===== config.mk =====
export PLATFORM = sky130hd
export DESIGN_NAME = nor_cmd_seq
export DESIGN_NICKNAME = d
export VERILOG_FILES = /design/src/rtl/nor_cmd_pkg.sv /design/src/rtl/ncs_seq_table.sv /design/src/rtl/ncs_bus_cycle.sv /design/src/rtl/nor_cmd_seq.sv
export SDC_FILE = /design/constraint.sdc
export NUM_CORES = 1
export LEC_CHECK = 0
export BUFFER_PORTS_ARGS = -buffer_cell sky130_fd_sc_hd__buf_2
export CORE_ASPECT_RATIO = 0.5
export CORE_MARGIN = 3
export CORE_UTILIZATION = 63
export DETAILED_ROUTE_END_ITERATION = 10
export PLACE_DENSITY = 0.85
export SYNTH_ARGS = -nofsm -noshare
export SYNTH_HDL_FRONTEND = slang
export SYNTH_HIERARCHICAL = 1
export SYNTH_SLANG_ARGS = --single-unit

===== constraint.sdc =====
create_clock -name clk_i -period 6.6 [get_ports clk_i]
set_clock_uncertainty 0.05 [all_clocks]
set_input_delay 1.32 -clock clk_i [delete_from_list [all_inputs] [get_ports clk_i]]
set_output_delay 1.32 -clock clk_i [all_outputs]
set_load 0.005 [all_outputs]

===== src/rtl/nor_cmd_pkg.sv =====
package nor_cmd_pkg;
  localparam int DATA_W = 8;
  localparam int STEP_W = 3;

  typedef enum logic [1:0] {
    OP_PROG = 2'd0,
    OP_SECT = 2'd1,
    OP_CHIP = 2'd2,
    OP_RSVD = 2'd3
  } op_e;

  typedef enum logic [1:0] {
    B_IDLE,
    B_WLOW,
    B_WHIGH,
    B_READ
  } bus_st_e;

  typedef enum logic [2:0] {
    S_IDLE,
    S_ISSUE,
    S_WAIT,
    S_POLL,
    S_PWAIT,
    S_GAP
  } seq_st_e;

  localparam logic [15:0] UNLOCK_A = 16'h5555;
  localparam logic [15:0] UNLOCK_B = 16'h2AAA;
endpackage


===== src/rtl/ncs_seq_table.sv =====
module ncs_seq_table
  import nor_cmd_pkg::*;
#(
  parameter int ADDR_W = 19
) (
  input  op_e                 op_i,
  input  logic [STEP_W-1:0]   step_i,
  input  logic [ADDR_W-1:0]   addr_i,
  input  logic [DATA_W-1:0]   data_i,
  output logic [ADDR_W-1:0]   addr_o,
  output logic [DATA_W-1:0]   data_o,
  output logic                last_o
);
  localparam logic [ADDR_W-1:0] UA = ADDR_W'(UNLOCK_A);
  localparam logic [ADDR_W-1:0] UB = ADDR_W'(UNLOCK_B);

  always_comb begin
    addr_o = UA;
    data_o = 8'hAA;
    last_o = 1'b0;
    if (op_i == OP_PROG) begin
      case (step_i)
        3'd0: begin addr_o = UA; data_o = 8'hAA; end
        3'd1: begin addr_o = UB; data_o = 8'h55; end
        3'd2: begin addr_o = UA; data_o = 8'hA0; end
        default: begin addr_o = addr_i; data_o = data_i; last_o = 1'b1; end
      endcase
    end else begin
      case (step_i)
        3'd0: begin addr_o = UA; data_o = 8'hAA; end
        3'd1: begin addr_o = UB; data_o = 8'h55; end
        3'd2: begin addr_o = UA; data_o = 8'h80; end
        3'd3: begin addr_o = UA; data_o = 8'hAA; end
        3'd4: begin addr_o = UB; data_o = 8'h55; end
        default: begin
          last_o = 1'b1;
          if (op_i == OP_CHIP) begin
            addr_o = UA;
            data_o = 8'h10;
          end else begin
            addr_o = addr_i;
            data_o = 8'h30;
          end
        end
      endcase
    end
  end
endmodule


===== src/rtl/ncs_bus_cycle.sv =====
module ncs_bus_cycle
  import nor_cmd_pkg::*;
#(
  parameter int ADDR_W      = 19,
  parameter int WE_LOW_CYC  = 5,
  parameter int WE_HIGH_CYC = 4,
  parameter int RD_CYC      = 10
) (
  input  logic              clk_i,
  input  logic              rst_ni,
  input  logic              start_i,
  input  logic              write_i,
  input  logic [ADDR_W-1:0] addr_i,
  input  logic [DATA_W-1:0] wdata_i,
  output logic              done_o,
  output logic [DATA_W-1:0] rdata_o,
  output logic [ADDR_W-1:0] flash_addr_o,
  output logic [DATA_W-1:0] flash_dq_o,
  output logic              flash_dq_oe_o,
  input  logic [DATA_W-1:0] flash_dq_i,
  output logic              flash_ce_no,
  output logic              flash_we_no,
  output logic              flash_oe_no
);
  localparam int MAX_A = (WE_LOW_CYC > WE_HIGH_CYC) ? WE_LOW_CYC : WE_HIGH_CYC;
  localparam int MAX_C = (MAX_A > RD_CYC) ? MAX_A : RD_CYC;
  localparam int CW    = $clog2(MAX_C + 1);
  localparam logic [CW-1:0] LO_LAST = CW'(WE_LOW_CYC - 1);
  localparam logic [CW-1:0] HI_LAST = CW'(WE_HIGH_CYC - 1);
  localparam logic [CW-1:0] RD_LAST = CW'(RD_CYC - 1);

  bus_st_e           st_q;
  logic [CW-1:0]     cnt_q;
  logic [ADDR_W-1:0] addr_q;
  logic [DATA_W-1:0] data_q;

  always_ff @(posedge clk_i or negedge rst_ni) begin
    if (!rst_ni) begin
      st_q   <= B_IDLE;
      cnt_q  <= '0;
      addr_q <= '0;
      data_q <= '0;
    end else begin
      case (st_q)
        B_IDLE: if (start_i) begin
          st_q   <= write_i ? B_WLOW : B_READ;
          cnt_q  <= '0;
          addr_q <= addr_i;
          data_q <= wdata_i;
        end
        B_WLOW: if (cnt_q == LO_LAST) begin
          st_q  <= B_WHIGH;
          cnt_q <= '0;
        end else cnt_q <= cnt_q + 1'b1;
        B_WHIGH: if (cnt_q == HI_LAST) st_q <= B_IDLE;
                 else cnt_q <= cnt_q + 1'b1;
        B_READ: if (cnt_q == RD_LAST) st_q <= B_IDLE;
                else cnt_q <= cnt_q + 1'b1;
        default: st_q <= B_IDLE;
      endcase
    end
  end

  assign done_o        = ((st_q == B_WHIGH) && (cnt_q == HI_LAST)) ||
                         ((st_q == B_READ) && (cnt_q == RD_LAST));
  assign rdata_o       = flash_dq_i;
  assign flash_addr_o  = addr_q;
  assign flash_dq_o    = data_q;
  assign flash_dq_oe_o = (st_q == B_WLOW) || (st_q == B_WHIGH);
  assign flash_ce_no   = (st_q == B_IDLE);
  assign flash_we_no   = (st_q != B_WLOW);
  assign flash_oe_no   = (st_q != B_READ);
endmodule


===== src/rtl/nor_cmd_seq.sv =====
module nor_cmd_seq
  import nor_cmd_pkg::*;
#(
  parameter int ADDR_W       = 19,
  parameter int WE_LOW_CYC   = 5,
  parameter int WE_HIGH_CYC  = 4,
  parameter int RD_CYC       = 10,
  parameter int POLL_GAP_CYC = 4,
  parameter int TIMEOUT_CYC  = 1_500_000_000
) (
  input  logic              clk_i,
  input  logic              rst_ni,
  input  logic              req_valid_i,
  output logic              req_ready_o,
  input  logic [1:0]        req_op_i,
  input  logic [ADDR_W-1:0] req_addr_i,
  input  logic [7:0]        req_data_i,
  output logic              done_o,
  output logic              err_o,
  output logic [ADDR_W-1:0] flash_addr_o,
  output logic [7:0]        flash_dq_o,
  output logic              flash_dq_oe_o,
  input  logic [7:0]        flash_dq_i,
  output logic              flash_ce_no,
  output logic              flash_we_no,
  output logic              flash_oe_no
);
  localparam int TW = $clog2(TIMEOUT_CYC + 2);
  localparam int GW = $clog2(POLL_GAP_CYC + 2);
  localparam logic [TW-1:0] TMO_LIM  = TW'(TIMEOUT_CYC);
  localparam logic [GW-1:0] GAP_LAST = GW'(POLL_GAP_CYC);

  seq_st_e           st_q;
  op_e               op_q;
  logic [ADDR_W-1:0] addr_q;
  logic [DATA_W-1:0] data_q;
  logic [STEP_W-1:0] step_q;
  logic [TW-1:0]     tmo_q;
  logic [GW-1:0]     gap_q;
  logic              done_q, err_q;

  logic              bus_start, bus_write, bus_done;
  logic [DATA_W-1:0] bus_rdata;
  logic [ADDR_W-1:0] tbl_addr;
  logic [DATA_W-1:0] tbl_data;
  logic              tbl_last;
  logic              exp_bit7;
  logic              accept;

  ncs_seq_table #(.ADDR_W(ADDR_W)) u_table (
    .op_i   (op_q),
    .step_i (step_q),
    .addr_i (addr_q),
    .data_i (data_q),
    .addr_o (tbl_addr),
    .data_o (tbl_data),
    .last_o (tbl_last)
  );

  ncs_bus_cycle #(
    .ADDR_W      (ADDR_W),
    .WE_LOW_CYC  (WE_LOW_CYC),
    .WE_HIGH_CYC (WE_HIGH_CYC),
    .RD_CYC      (RD_CYC)
  ) u_bus (
    .clk_i         (clk_i),
    .rst_ni        (rst_ni),
    .start_i       (bus_start),
    .write_i       (bus_write),
    .addr_i        (tbl_addr),
    .wdata_i       (tbl_data),
    .done_o        (bus_done),
    .rdata_o       (bus_rdata),
    .flash_addr_o  (flash_addr_o),
    .flash_dq_o    (flash_dq_o),
    .flash_dq_oe_o (flash_dq_oe_o),
    .flash_dq_i    (flash_dq_i),
    .flash_ce_no   (flash_ce_no),
    .flash_we_no   (flash_we_no),
    .flash_oe_no   (flash_oe_no)
  );

  assign req_ready_o = (st_q == S_IDLE);
  assign accept      = req_valid_i && req_ready_o;
  assign bus_start   = (st_q == S_ISSUE) || (st_q == S_POLL);
  assign bus_write   = (st_q == S_ISSUE);
  // erase leaves the array at all ones
  assign exp_bit7    = (op_q == OP_PROG) ? data_q[7] : 1'b1;

  always_ff @(posedge clk_i or negedge rst_ni) begin
    if (!rst_ni) begin
      st_q   <= S_IDLE;
      op_q   <= OP_PROG;
      addr_q <= '0;
      data_q <= '0;
      step_q <= '0;
      tmo_q  <= '0;
      gap_q  <= '0;
      done_q <= 1'b0;
      err_q  <= 1'b0;
    end else begin
      done_q <= 1'b0;
      err_q  <= 1'b0;
      if ((st_q == S_POLL || st_q == S_PWAIT || st_q == S_GAP) && tmo_q < TMO_LIM)
        tmo_q <= tmo_q + 1'b1;
      case (st_q)
        S_IDLE: if (accept) begin
          if (op_e'(req_op_i) == OP_RSVD) begin
            done_q <= 1'b1;
            err_q  <= 1'b1;
          end else begin
            op_q   <= op_e'(req_op_i);
            addr_q <= req_addr_i;
            data_q <= req_data_i;
            step_q <= '0;
            st_q   <= S_ISSUE;
          end
        end
        S_ISSUE: st_q <= S_WAIT;
        S_WAIT: if (bus_done) begin
          if (tbl_last) begin
            st_q  <= S_POLL;
            tmo_q <= '0;
          end else begin
            step_q <= step_q + 1'b1;
            st_q   <= S_ISSUE;
          end
        end
        S_POLL: st_q <= S_PWAIT;
        S_PWAIT: if (bus_done) begin
          if (bus_rdata[7] == exp_bit7) begin
            done_q <= 1'b1;
            st_q   <= S_IDLE;
          end else if (tmo_q >= TMO_LIM) begin
            done_q <= 1'b1;
            err_q  <= 1'b1;
            st_q   <= S_IDLE;
          end else begin
            gap_q <= '0;
            st_q  <= S_GAP;
          end
        end
        S_GAP: if (gap_q >= GAP_LAST - 1'b1) st_q <= S_POLL;
               else gap_q <= gap_q + 1'b1;
        default: st_q <= S_IDLE;
      endcase
    end
  end

  assign done_o = done_q;
  assign err_o  = err_q;
endmodule


==> metrics.md <==
| Metric | Value |
|---|---|
| Setup TNS | 0 ns |
| I/O pin count | 74 |
| Slew @ Worst Pin | about 1.2 ns |
| Die height | 73.4 µm |
| Crit path time final | 3.13 ns |
| Max-cap violations | 0 |
| Routed len/inst | 17.1 µm |
| First-pass GRT wire length | about 20000 µm |
| Total grt overflow | 0 |
| Syn nets | approximately 600 |
| CTS tree | yes |
| Detail Placement HPWL | approximately 8000 µm |
| GPL Wtd Cong | 0.826 |
| RSZ-0062 raised after global routing | false |
| Post-Place Setup Slack | 3.54 ns |
| Tightest Hold Check Type | reg -> reg |
| Hold_ws | 0.447 ns |
| Crit path required time | 6.78 ns |
| Maximum clock rate | 319 MHz |
| Worst R2R Path Depth | 6 |
| Worst vdd ir | 0.000231 V |
| Share of layout cells above drive strength 1 | 0.229 |
| DRC | 0 |
| # port buffers | 66 |
| Hold Buf Count CTS | 0 |
| Reg-to-Reg End | tmo_q[15] |
| Min setup slack post-route | 3.47 ns |
| Final Hold Vio Count | 0 |
| Total power draw | 2430 µW |
| Routed WL | 12100 µm |
| Post-cts resize count | 0 |
| Leakage power | 0.00278 µW |
| Vias/cell | approximately 6.4 |
| Routed Antenna Nets | 0 |
| Post-Syn Area | 5720 µm² |
| Antenna fix cells | 0 |
| 1st-pass router iterations | 5 |
| Setup Viol. Count Final | 0 |
| Crit-path max FO | 26 |
| Outcome | complete, no violations |
| Crit Path Class | reg -> reg |
| CTS Root Cell | clkbuf_16 |
| GRT Util Overall | 0.244 |
| Core area | 8400 µm² |
| Crit path arrival time | 3.31 ns |
| Fin crit share | 0.475 |
| Min-Delay Path Depth | 1 |
| Relative slew slack | 0.175 |
| Htree depth | 3 |
| Clk buf depth | 2 |
| Final Slew Violations | 0 |
| Final net count | between 600 and 700 |
| Iteration-0 DRC count of the detailed router | 301 |
| Hold_sp | addr_q[18] |
| Cts bufs inserted | 9 |
| Core Rows | 23 |
| Die ar. | 10300 µm² |
| Worst setup EP type | flop |
| Sink Count | 104 |
| Ys Warns | 6 |
| Synthesis-to-layout area growth | 10.2% |
| Routed via count | approximately 4500 |
| Syn_area_per_cell | 10.4 µm² |
| Worst reg2reg path startpoint | op_q[0] |
| Reg2Reg Setup Slack | 3.47 ns |
| Mapped Cells | 550 |
| Commonest non-fill, non-tap cells in the layout | dfrtp_1, buf_2, a21oi_1 |
| Crit path launch type | flop |
| Die W | 141 µm |
| Power per Cell Area | 386 nW/µm² |
| Initial Utilization | 0.680 |
| Clock transition at path regs | 0.08 ns |
| Hold Path Sink | addr_q[18] |
| Initial antenna violation count | 0 |
| Commonest non-fill, non-tap cell in the layout | dfrtp_1 |
| Setup Buffers After CTS | 0 |
| Largest net degree at the start of global routing | 73 |
| Number of global-route vias before repair | 4357 |
| Clk_lat worst skew | approximately 0.35 ns |
per-stage QoR:
stage	utilization	area (µm²)	cells
2_1_floorplan	-	5720	550
3_3_place_gp	0.715	6010	693
3_5_place_dp	0.715	6010	693
4_1_cts	0.750	6300	709
5_1_grt	0.750	6300	709
6_report	0.750	6300	709
how the worst max path moves through the flow:
stage | start | to | slack [ns]
5_1_grt | op_q[0] | tmo_q[15] | 3.23
2_1_floorplan | req_valid_i | addr_q[12] | 4.09
3_3_place_gp | op_q[0] | tmo_q[15] | 3.57
3_5_place_dp | op_q[0] | tmo_q[15] | 3.54
6_report | op_q[0] | tmo_q[15] | 3.47
4_1_cts | op_q[0] | tmo_q[15] | 3.52
power breakdown:
| part | leakage (µW) | internal, µW | total (µW) | switching (µW) |
|---|---|---|---|---|
| Clock | 0.000141 | 264 | 516 | 252 |
| Sequential | 0.00130 | 836 | 1020 | 187 |
| Combinational | 0.00134 | 409 | 893 | 483 |
| Total | 0.00278 | 1510 | 2430 | 922 |
worst max-delay path, cell delays in order, from the launching register on:
cell,delay (ns)
dfrtp_1,0.49
nor2_2,0.79
a21oi_1,0.14
o21ai_0,0.45
and4_1,0.81
or4_1,0.22
nand2_1,0.05
sequential cells by signal, indices dropped and copies added (netlist names), 2 cells and up:
signal	cells
addr_q	19
tmo_q	31
data_q	8
step_q	3
u_bus/flash_addr_o	19
u_bus/cnt_q	4
u_bus/st_q	2
gap_q	3
u_bus/flash_dq_o	8
st_q	3
op_q	2
layout make-up:
type	instances	area [µm²]
Inverter	16	60.1
Fill cell	601	2100
Multi-Input combinational cell	393	2860
Clock inverter	7	66.3
Tap cell	112	140
Clock buffer	9	225
Timing Repair Buffer	68	348
Sequential cell	104	2600
metal layers:
| layer | routed length (µm) | GRT usage | vias up |
|---|---|---|---|
| li1 | - | - | 2155 |
| met1 | 5420 | 0.313 | 2253 |
| met2 | 6000 | 0.433 | 111 |
| met3 | 599 | 0.0566 | 12 |
| met4 | 90 | 0.0494 | 0 |
| met5 | 0 | 0 | - |
Note: power is estimated with default switching activity, not from simulation.
